==> config.mk <==
export PLATFORM = sky130hd
export DESIGN_NAME = perm_check
export DESIGN_NICKNAME = d
export VERILOG_FILES = /design/src/rtl/perm_pkg.sv /design/src/rtl/perm_base_rules.sv /design/src/rtl/perm_key_filter.sv /design/src/rtl/perm_err_build.sv /design/src/rtl/perm_check.sv
export SDC_FILE = /design/constraint.sdc
export NUM_CORES = 1
export LEC_CHECK = 0
export ABC_AREA = 1
export BUFFER_PORTS_ARGS = -buffer_cell sky130_fd_sc_hd__clkbuf_2
export CAP_MARGIN = 20
export CORE_UTILIZATION = 40
export DETAILED_ROUTE_END_ITERATION = 8
export PLACE_DENSITY = 0.82
export SETUP_SLACK_MARGIN = 0.15
export SLEW_MARGIN = 20
export SYNTH_ARGS = -nofsm -noshare
export SYNTH_HDL_FRONTEND = slang
export SYNTH_SLANG_ARGS = --single-unit
==> constraint.sdc <==
create_clock -name clk -period 0.8 [get_ports clk]
set_input_delay 0.08 -clock clk [delete_from_list [all_inputs] [get_ports clk]]
set_output_delay 0.08 -clock clk [all_outputs]
set_load 0.01 [all_outputs]
==> src/rtl/perm_pkg.sv <==
package perm_pkg;
    typedef enum logic [1:0] {
        ACC_RD  = 2'd0,
        ACC_WR  = 2'd1,
        ACC_FX  = 2'd2,
        ACC_RSV = 2'd3
    } acc_e;

    localparam int ERR_W   = 6;
    localparam int EB_P    = 0;
    localparam int EB_W    = 1;
    localparam int EB_U    = 2;
    localparam int EB_RSVD = 3;
    localparam int EB_ID   = 4;
    localparam int EB_PK   = 5;

    typedef enum logic [1:0] {
        FC_NONE = 2'd0,
        FC_NP   = 2'd1,
        FC_PROT = 2'd2,
        FC_RSVD = 2'd3
    } fclass_e;

    typedef struct packed {
        logic r;
        logic w;
        logic x;
    } perm_t;

    typedef struct packed {
        logic             valid;
        logic             fault;
        perm_t            grant;
        logic [ERR_W-1:0] err;
        logic             wb;
        logic             wb_dirty;
        logic [1:0]       size;
    } rsp_t;
endpackage

==> src/rtl/perm_base_rules.sv <==
module perm_base_rules
    import perm_pkg::*;
(
    input  logic  is_user,
    input  logic  sap_idx,
    input  logic  pg_user,
    input  logic  pg_write,
    input  logic  pg_nx,
    input  logic  nx_enable,
    input  logic  cr_wp,
    input  logic  cr_smep,
    output perm_t base,
    output logic  user_viol
);
    logic nx_eff;

    always_comb begin
        nx_eff    = pg_nx & nx_enable;
        user_viol = is_user & ~pg_user;
        base.r    = ~(sap_idx & pg_user);
        base.w    = base.r & (pg_write | (~is_user & ~cr_wp));
        base.x    = ~nx_eff & (is_user | ~(cr_smep & pg_user));
    end
endmodule

==> src/rtl/perm_key_filter.sv <==
module perm_key_filter
    import perm_pkg::*;
#(
    parameter int KEY_W = 4,
    localparam int NKEY  = 1 << KEY_W,
    localparam int KR_W  = 2 * NKEY
) (
    input  logic             cr_pke,
    input  logic             long_mode,
    input  logic             pg_user,
    input  logic             is_user,
    input  logic             cr_wp,
    input  logic [KEY_W-1:0] key,
    input  logic [KR_W-1:0]  key_reg,
    output perm_t            mask
);
    logic [NKEY-1:0] ad_vec, wd_vec;
    logic            active, ad, wd;

    for (genvar k = 0; k < NKEY; k++) begin : g_pair
        assign ad_vec[k] = key_reg[2*k];
        assign wd_vec[k] = key_reg[2*k+1];
    end

    always_comb begin
        active = cr_pke & long_mode & pg_user & (|key_reg);
        ad     = ad_vec[key];
        wd     = wd_vec[key];
        mask   = '{r: 1'b1, w: 1'b1, x: 1'b1};
        if (active) begin
            if (ad) begin
                mask.r = 1'b0;
                mask.w = 1'b0;
            end else if (wd && (is_user || cr_wp)) begin
                mask.w = 1'b0;
            end
        end
    end
endmodule

==> src/rtl/perm_err_build.sv <==
module perm_err_build
    import perm_pkg::*;
(
    input  fclass_e          cls,
    input  logic             key_hit,
    input  logic             is_wr,
    input  logic             is_fx,
    input  logic             is_user,
    input  logic             nx_enable,
    input  logic             ext_addr,
    input  logic             cr_smep,
    output logic [ERR_W-1:0] err
);
    always_comb begin
        err = '0;
        if (cls != FC_NONE) begin
            err[EB_P]    = (cls == FC_PROT) || (cls == FC_RSVD);
            err[EB_RSVD] = (cls == FC_RSVD);
            err[EB_PK]   = (cls == FC_PROT) && key_hit;
            err[EB_W]    = is_wr;
            err[EB_U]    = is_user;
            err[EB_ID]   = is_fx && ((nx_enable && ext_addr) || cr_smep);
        end
    end
endmodule

==> src/rtl/perm_check.sv <==
module perm_check
    import perm_pkg::*;
#(
    parameter int KEY_W = 4,
    localparam int NKEY  = 1 << KEY_W,
    localparam int KR_W  = 2 * NKEY
) (
    input  logic             clk,
    input  logic             rst_n,
    input  logic             req_valid,
    input  logic [1:0]       acc_type,
    input  logic             is_user,
    input  logic             sap_idx,
    input  logic             pg_user,
    input  logic             pg_write,
    input  logic             pg_nx,
    input  logic             pg_dirty,
    input  logic             pg_accessed,
    input  logic [KEY_W-1:0] pg_key,
    input  logic [1:0]       pg_size,
    input  logic             walk_np,
    input  logic             walk_rsvd,
    input  logic             paging_en,
    input  logic             cr_wp,
    input  logic             cr_smep,
    input  logic             cr_pke,
    input  logic             long_mode,
    input  logic             nx_enable,
    input  logic             ext_addr,
    input  logic [KR_W-1:0]  key_reg,
    output logic             rsp_valid,
    output logic             grant_r,
    output logic             grant_w,
    output logic             grant_x,
    output logic             fault,
    output logic [ERR_W-1:0] err_code,
    output logic             wb_req,
    output logic             wb_dirty,
    output logic [1:0]       map_size
);
    perm_t            base, kmask, eff;
    logic             user_viol, is_wr, is_fx, want_eff, want_key, key_hit;
    fclass_e          cls;
    logic [ERR_W-1:0] err_w;
    rsp_t             rsp_d, rsp_q;

    perm_base_rules u_base (
        .is_user   (is_user),
        .sap_idx   (sap_idx),
        .pg_user   (pg_user),
        .pg_write  (pg_write),
        .pg_nx     (pg_nx),
        .nx_enable (nx_enable),
        .cr_wp     (cr_wp),
        .cr_smep   (cr_smep),
        .base      (base),
        .user_viol (user_viol)
    );

    perm_key_filter #(.KEY_W(KEY_W)) u_key (
        .cr_pke    (cr_pke),
        .long_mode (long_mode),
        .pg_user   (pg_user),
        .is_user   (is_user),
        .cr_wp     (cr_wp),
        .key       (pg_key),
        .key_reg   (key_reg),
        .mask      (kmask)
    );

    always_comb begin
        is_wr    = (acc_e'(acc_type) == ACC_WR);
        is_fx    = (acc_e'(acc_type) == ACC_FX);
        eff      = base & kmask;
        want_eff = is_wr ? eff.w   : (is_fx ? eff.x   : eff.r);
        want_key = is_wr ? kmask.w : (is_fx ? kmask.x : kmask.r);
        key_hit  = 1'b0;
        if (!paging_en) begin
            cls = FC_NONE;
        end else if (walk_rsvd) begin
            cls = FC_RSVD;
        end else if (walk_np) begin
            cls = FC_NP;
        end else if (user_viol) begin
            cls = FC_PROT;
        end else if (!want_key) begin
            cls     = FC_PROT;
            key_hit = 1'b1;
        end else if (!want_eff) begin
            cls = FC_PROT;
        end else begin
            cls = FC_NONE;
        end
    end

    perm_err_build u_err (
        .cls       (cls),
        .key_hit   (key_hit),
        .is_wr     (is_wr),
        .is_fx     (is_fx),
        .is_user   (is_user),
        .nx_enable (nx_enable),
        .ext_addr  (ext_addr),
        .cr_smep   (cr_smep),
        .err       (err_w)
    );

    always_comb begin
        rsp_d       = rsp_q;
        rsp_d.valid = req_valid;
        if (req_valid) begin
            rsp_d.err      = err_w;
            rsp_d.fault    = (cls != FC_NONE);
            rsp_d.wb       = 1'b0;
            rsp_d.wb_dirty = 1'b0;
            rsp_d.size     = paging_en ? pg_size : 2'd0;
            if (!paging_en) begin
                rsp_d.grant = '{r: 1'b1, w: 1'b1, x: 1'b1};
            end else if (cls != FC_NONE) begin
                rsp_d.grant = '0;
            end else begin
                rsp_d.grant    = eff;
                rsp_d.wb       = ~pg_accessed | (is_wr & ~pg_dirty);
                rsp_d.wb_dirty = is_wr;
                if (!(pg_dirty || is_wr)) begin
                    rsp_d.grant.w = 1'b0;
                end
            end
        end
    end

    always_ff @(posedge clk or negedge rst_n) begin
        if (!rst_n) begin
            rsp_q <= '0;
        end else begin
            rsp_q <= rsp_d;
        end
    end

    assign rsp_valid = rsp_q.valid;
    assign fault     = rsp_q.fault;
    assign grant_r   = rsp_q.grant.r;
    assign grant_w   = rsp_q.grant.w;
    assign grant_x   = rsp_q.grant.x;
    assign err_code  = rsp_q.err;
    assign wb_req    = rsp_q.wb;
    assign wb_dirty  = rsp_q.wb_dirty;
    assign map_size  = rsp_q.size;

    AST_PAGING_OFF_OPEN: assert property (@(posedge clk) disable iff (!rst_n)
        rsp_valid && !$past(paging_en) |-> grant_r && grant_w && grant_x && !fault && !wb_req);

    AST_RSVD_SETS_P: assert property (@(posedge clk) disable iff (!rst_n)
        rsp_valid && $past(paging_en && walk_rsvd) |-> fault && err_code[EB_P] && err_code[EB_RSVD]);

    AST_USER_ON_SUPER: assert property (@(posedge clk) disable iff (!rst_n)
        rsp_valid && $past(paging_en && !walk_rsvd && !walk_np && is_user && !pg_user)
        |-> fault && err_code[EB_P] && !err_code[EB_PK]);

    AST_KEY_NEEDS_P: assert property (@(posedge clk) disable iff (!rst_n)
        rsp_valid && err_code[EB_PK] |-> fault && err_code[EB_P]);

    AST_CLEAN_NO_WRITE: assert property (@(posedge clk) disable iff (!rst_n)
        rsp_valid && $past(paging_en && !pg_dirty && acc_type != 2'd1) |-> !grant_w);

    AST_FAULT_QUIET: assert property (@(posedge clk) disable iff (!rst_n)
        rsp_valid && fault |-> !grant_r && !grant_w && !grant_x && !wb_req);

    AST_VALID_FOLLOWS: assert property (@(posedge clk) disable iff (!rst_n)
        $past(req_valid) |-> rsp_valid);

    AST_ID_ONLY_FETCH: assert property (@(posedge clk) disable iff (!rst_n)
        rsp_valid && err_code[EB_ID] |-> $past(acc_type) == 2'd2);
endmodule

==> flow_metrics.env <==
export IMPL_violations="hold timing, setup timing"
export IMPL_io_pins=74
export IMPL_start_util_pct=42.01
export IMPL_met2_length_um=2231
export IMPL_maxSlewHeadroom_pct=74.94
export IMPL_maxCapViolCount=0
export IMPL_worstSetupStartpointType="input pin"
export IMPL_hold_class="input pin to register"
export IMPL_worst_hold_slack_ns=-0.01688
export IMPL_cts_buffer_depth=2
export IMPL_hold_depth=2
export IMPL_core_mm2=0.003053
export IMPL_hpwl_um=3008
export IMPL_die_w_um=58.63
export IMPL_cts_tree="done"
export IMPL_ys_seq_elements=15
export IMPL_clockRootBuffer="clkbuf_4"
export IMPL_antenna_found_initial=0
export IMPL_path_clk_slew_ns=0.11
export IMPL_maxUsedRoutingLayer="met4"
export IMPL_numCtsBuffers=3
export IMPL_grt_overflow=0
export IMPL_power_mw=2.222
export IMPL_final_cells=366
export IMPL_insertion_delay_ns=0.28
export IMPL_tightest_slew_ns=0.3755
export IMPL_clock_sinks=15
export IMPL_period_minus_slack_ns=1.307
export IMPL_place_ws_ns=-0.9339
export IMPL_ff2ff_path_depth=4
export IMPL_critPathCaptureType="register"
export IMPL_yosysWarnings=0
export IMPL_cts_htree_levels=1
export IMPL_timing_final_hold_violations=1
export IMPL_grt_max_degree=20
export IMPL_place_gp_congestion=0.9029
export IMPL_critical_path_arrival_ns=1.49
export IMPL_finish_utilization_pct=71.07
export IMPL_die_area_mm2=0.003437
export IMPL_area_growth_pct=69.17
export IMPL_wl_um=4360
export IMPL_drt_iter0_drc=91
export IMPL_critPathMaxFanout=4
export IMPL_rsz0062_at_grt="true"
export IMPL_dp_cells=351
export IMPL_status="finished with violations"
export IMPL_grt_usage_pct=23.62
export IMPL_layout_commonest_cell="nand2_1"
export IMPL_synth_avg_cell_area_um2=6.049
export IMPL_grt_pass1_wl_um=6382
export IMPL_netlist_area_mm2=0.001282
export IMPL_drt_first_pass_iters=4
export IMPL_dr_wl_met3_um=246
export IMPL_num_fill_cells=246
export IMPL_place_port_buffers=73
export IMPL_fin_skew_ns=0
export IMPL_ys_types=28
export IMPL_synth_nets=271
export IMPL_ant_nets=0
export IMPL_vias=1815
export IMPL_critPathKind="input pin to register"
export IMPL_final_layout_size_suffix_gt1_share_pct=46.89
export IMPL_post_route_drc_count=0
export IMPL_m1WireLength_um=1774
export IMPL_largest_reg_flops=6
export IMPL_synth_seq_area_share_pct=29.27
export IMPL_via_per_inst=4.959
export IMPL_n_antenna_cell=0
export IMPL_fmaxAchievable_mhz=765.0
export IMPL_placementRows=20
export IMPL_setup_viol=28
export IMPL_worst_ep_required_time_ns=0.98
export IMPL_netlist_instances=212
export IMPL_grt_pass1_vias=1650
export IMPL_setup_slack_ns=-0.5073
export IMPL_die_y_um=58.63
export IMPL_final_cell_mix="nand2_1 (66), clkbuf_2 (64), buf_4 (32)"
export IMPL_drv_slew=0
export IMPL_p_leak_nw=1.229
export IMPL_finalCritPeriodShare_pct=163.4
export IMPL_fin_nets=382
export IMPL_p_per_area_mw_per_mm2=1024
export IMPL_wire_per_inst_um=11.91
export IMPL_ir_drop_uv=398.4
[stage by stage]
| stage | setup TNS [ns] | instance area [um2] |
|---|---|---|
| floorplan | -5.849 | 1296 |
| global placement | -8.880 | 1868 |
| detailed placement | -9.565 | 1868 |
| CTS | -5.463 | 1979 |
| global route | -7.549 | 2170 |
| finish | -5.975 | 2170 |
[power breakdown]
group          total (mW)  internal, mW  switching, mW
logic               0.931         0.452          0.478
registers           0.836         0.809         0.0271
clock network       0.455         0.186          0.268
total                2.22          1.45          0.774
[area by class of cell]
type                            count  area, um2  area share, %
Clock buffer                        3      22.52          1.038
Clock inverter                      1      5.005         0.2307
Inverter                           29      118.9          5.479
Multi-Input combinational cell    163      868.3          40.02
Sequential cell                    15      375.4          17.30
Tap cell                           44      55.05          2.537
Timing Repair Buffer              110      718.2          33.10
Timing Repair inverter              1      6.256         0.2884
[layer usage]
layer  vias to the layer above  track usage, %
li1                        893               -
met1                       829           29.59
met2                        80           41.54
met3                        13           1.319
met4                         0           11.22
met5                         -               0
[cell families (layout without fill, tap and decap cells)]
group | after synthesis | after routing | share of synthesized area, %
simple gates | 141 | 141 | 46.93
buf+inv | 34 | 144 | 12.19
compound gates | 22 | 22 | 11.61
flops | 15 | 15 | 29.27
[path summary, 6_finish.rpt]
path | startpoint | slack, ns | to
worst max-delay path | key_reg[19] | -0.51 | err_code[0]
worst min-delay path | pg_size[1] | -0.02 | map_size[1]
worst max register to register | err_code[3] | -0.05 | err_code[3]
worst min register to register | err_code[0] | 0.50 | err_code[0]
max in group asynchronous | rst_n | 0.29 | err_code[4]
min in group asynchronous | rst_n | 0.22 | wb_dirty
[worst max-delay path, stage by stage]
cell	delay [ns]
clkbuf_2	0.11
nor2_2	0.10
nand2_1	0.07
nor2_2	0.09
nand2_1	0.09
nor2_2	0.11
nor2_1	0.06
nand2_2	0.10
nand2_4	0.07
o21bai_4	0.18
nand2_2	0.08
nor2_4	0.14
o21ai_1	0.09
nand2_1	0.06
nand2_1	0.05
[synthesized netlist by cell type (all sizes together)]
cell type  number  area (um2)
inv            29       113.9
a22o            2       17.52
nand3          24       125.1
a32o            1       10.01
nor3            1       5.000
or2             1       6.260
nand2          75       294.0
buf             4       38.78
nor2           37       146.4
o211ai          1       7.510
clkbuf          1       3.750
nor4            1       6.260
dfrtp          15       375.4
a21oi           2       13.76
o21ai          13       65.06
o21bai          2       26.28
a32oi           1       8.760
nand4           2       18.77
[repair_timing]
| item | 4_1_cts | 5_1_grt |
|---|---|---|
| hold buffers | 2 | 0 |
| gates resized for setup | 3 | 46 |
| buffers inserted | 6 | 2 |
| gates cloned | 1 | 0 |
| endpoints found under the hold margin | 17 | 0 |
| endpoints found under the setup margin | 28 | 29 |
| pin swaps | 1 | 14 |
Note: power is estimated with default switching activity, not from simulation.
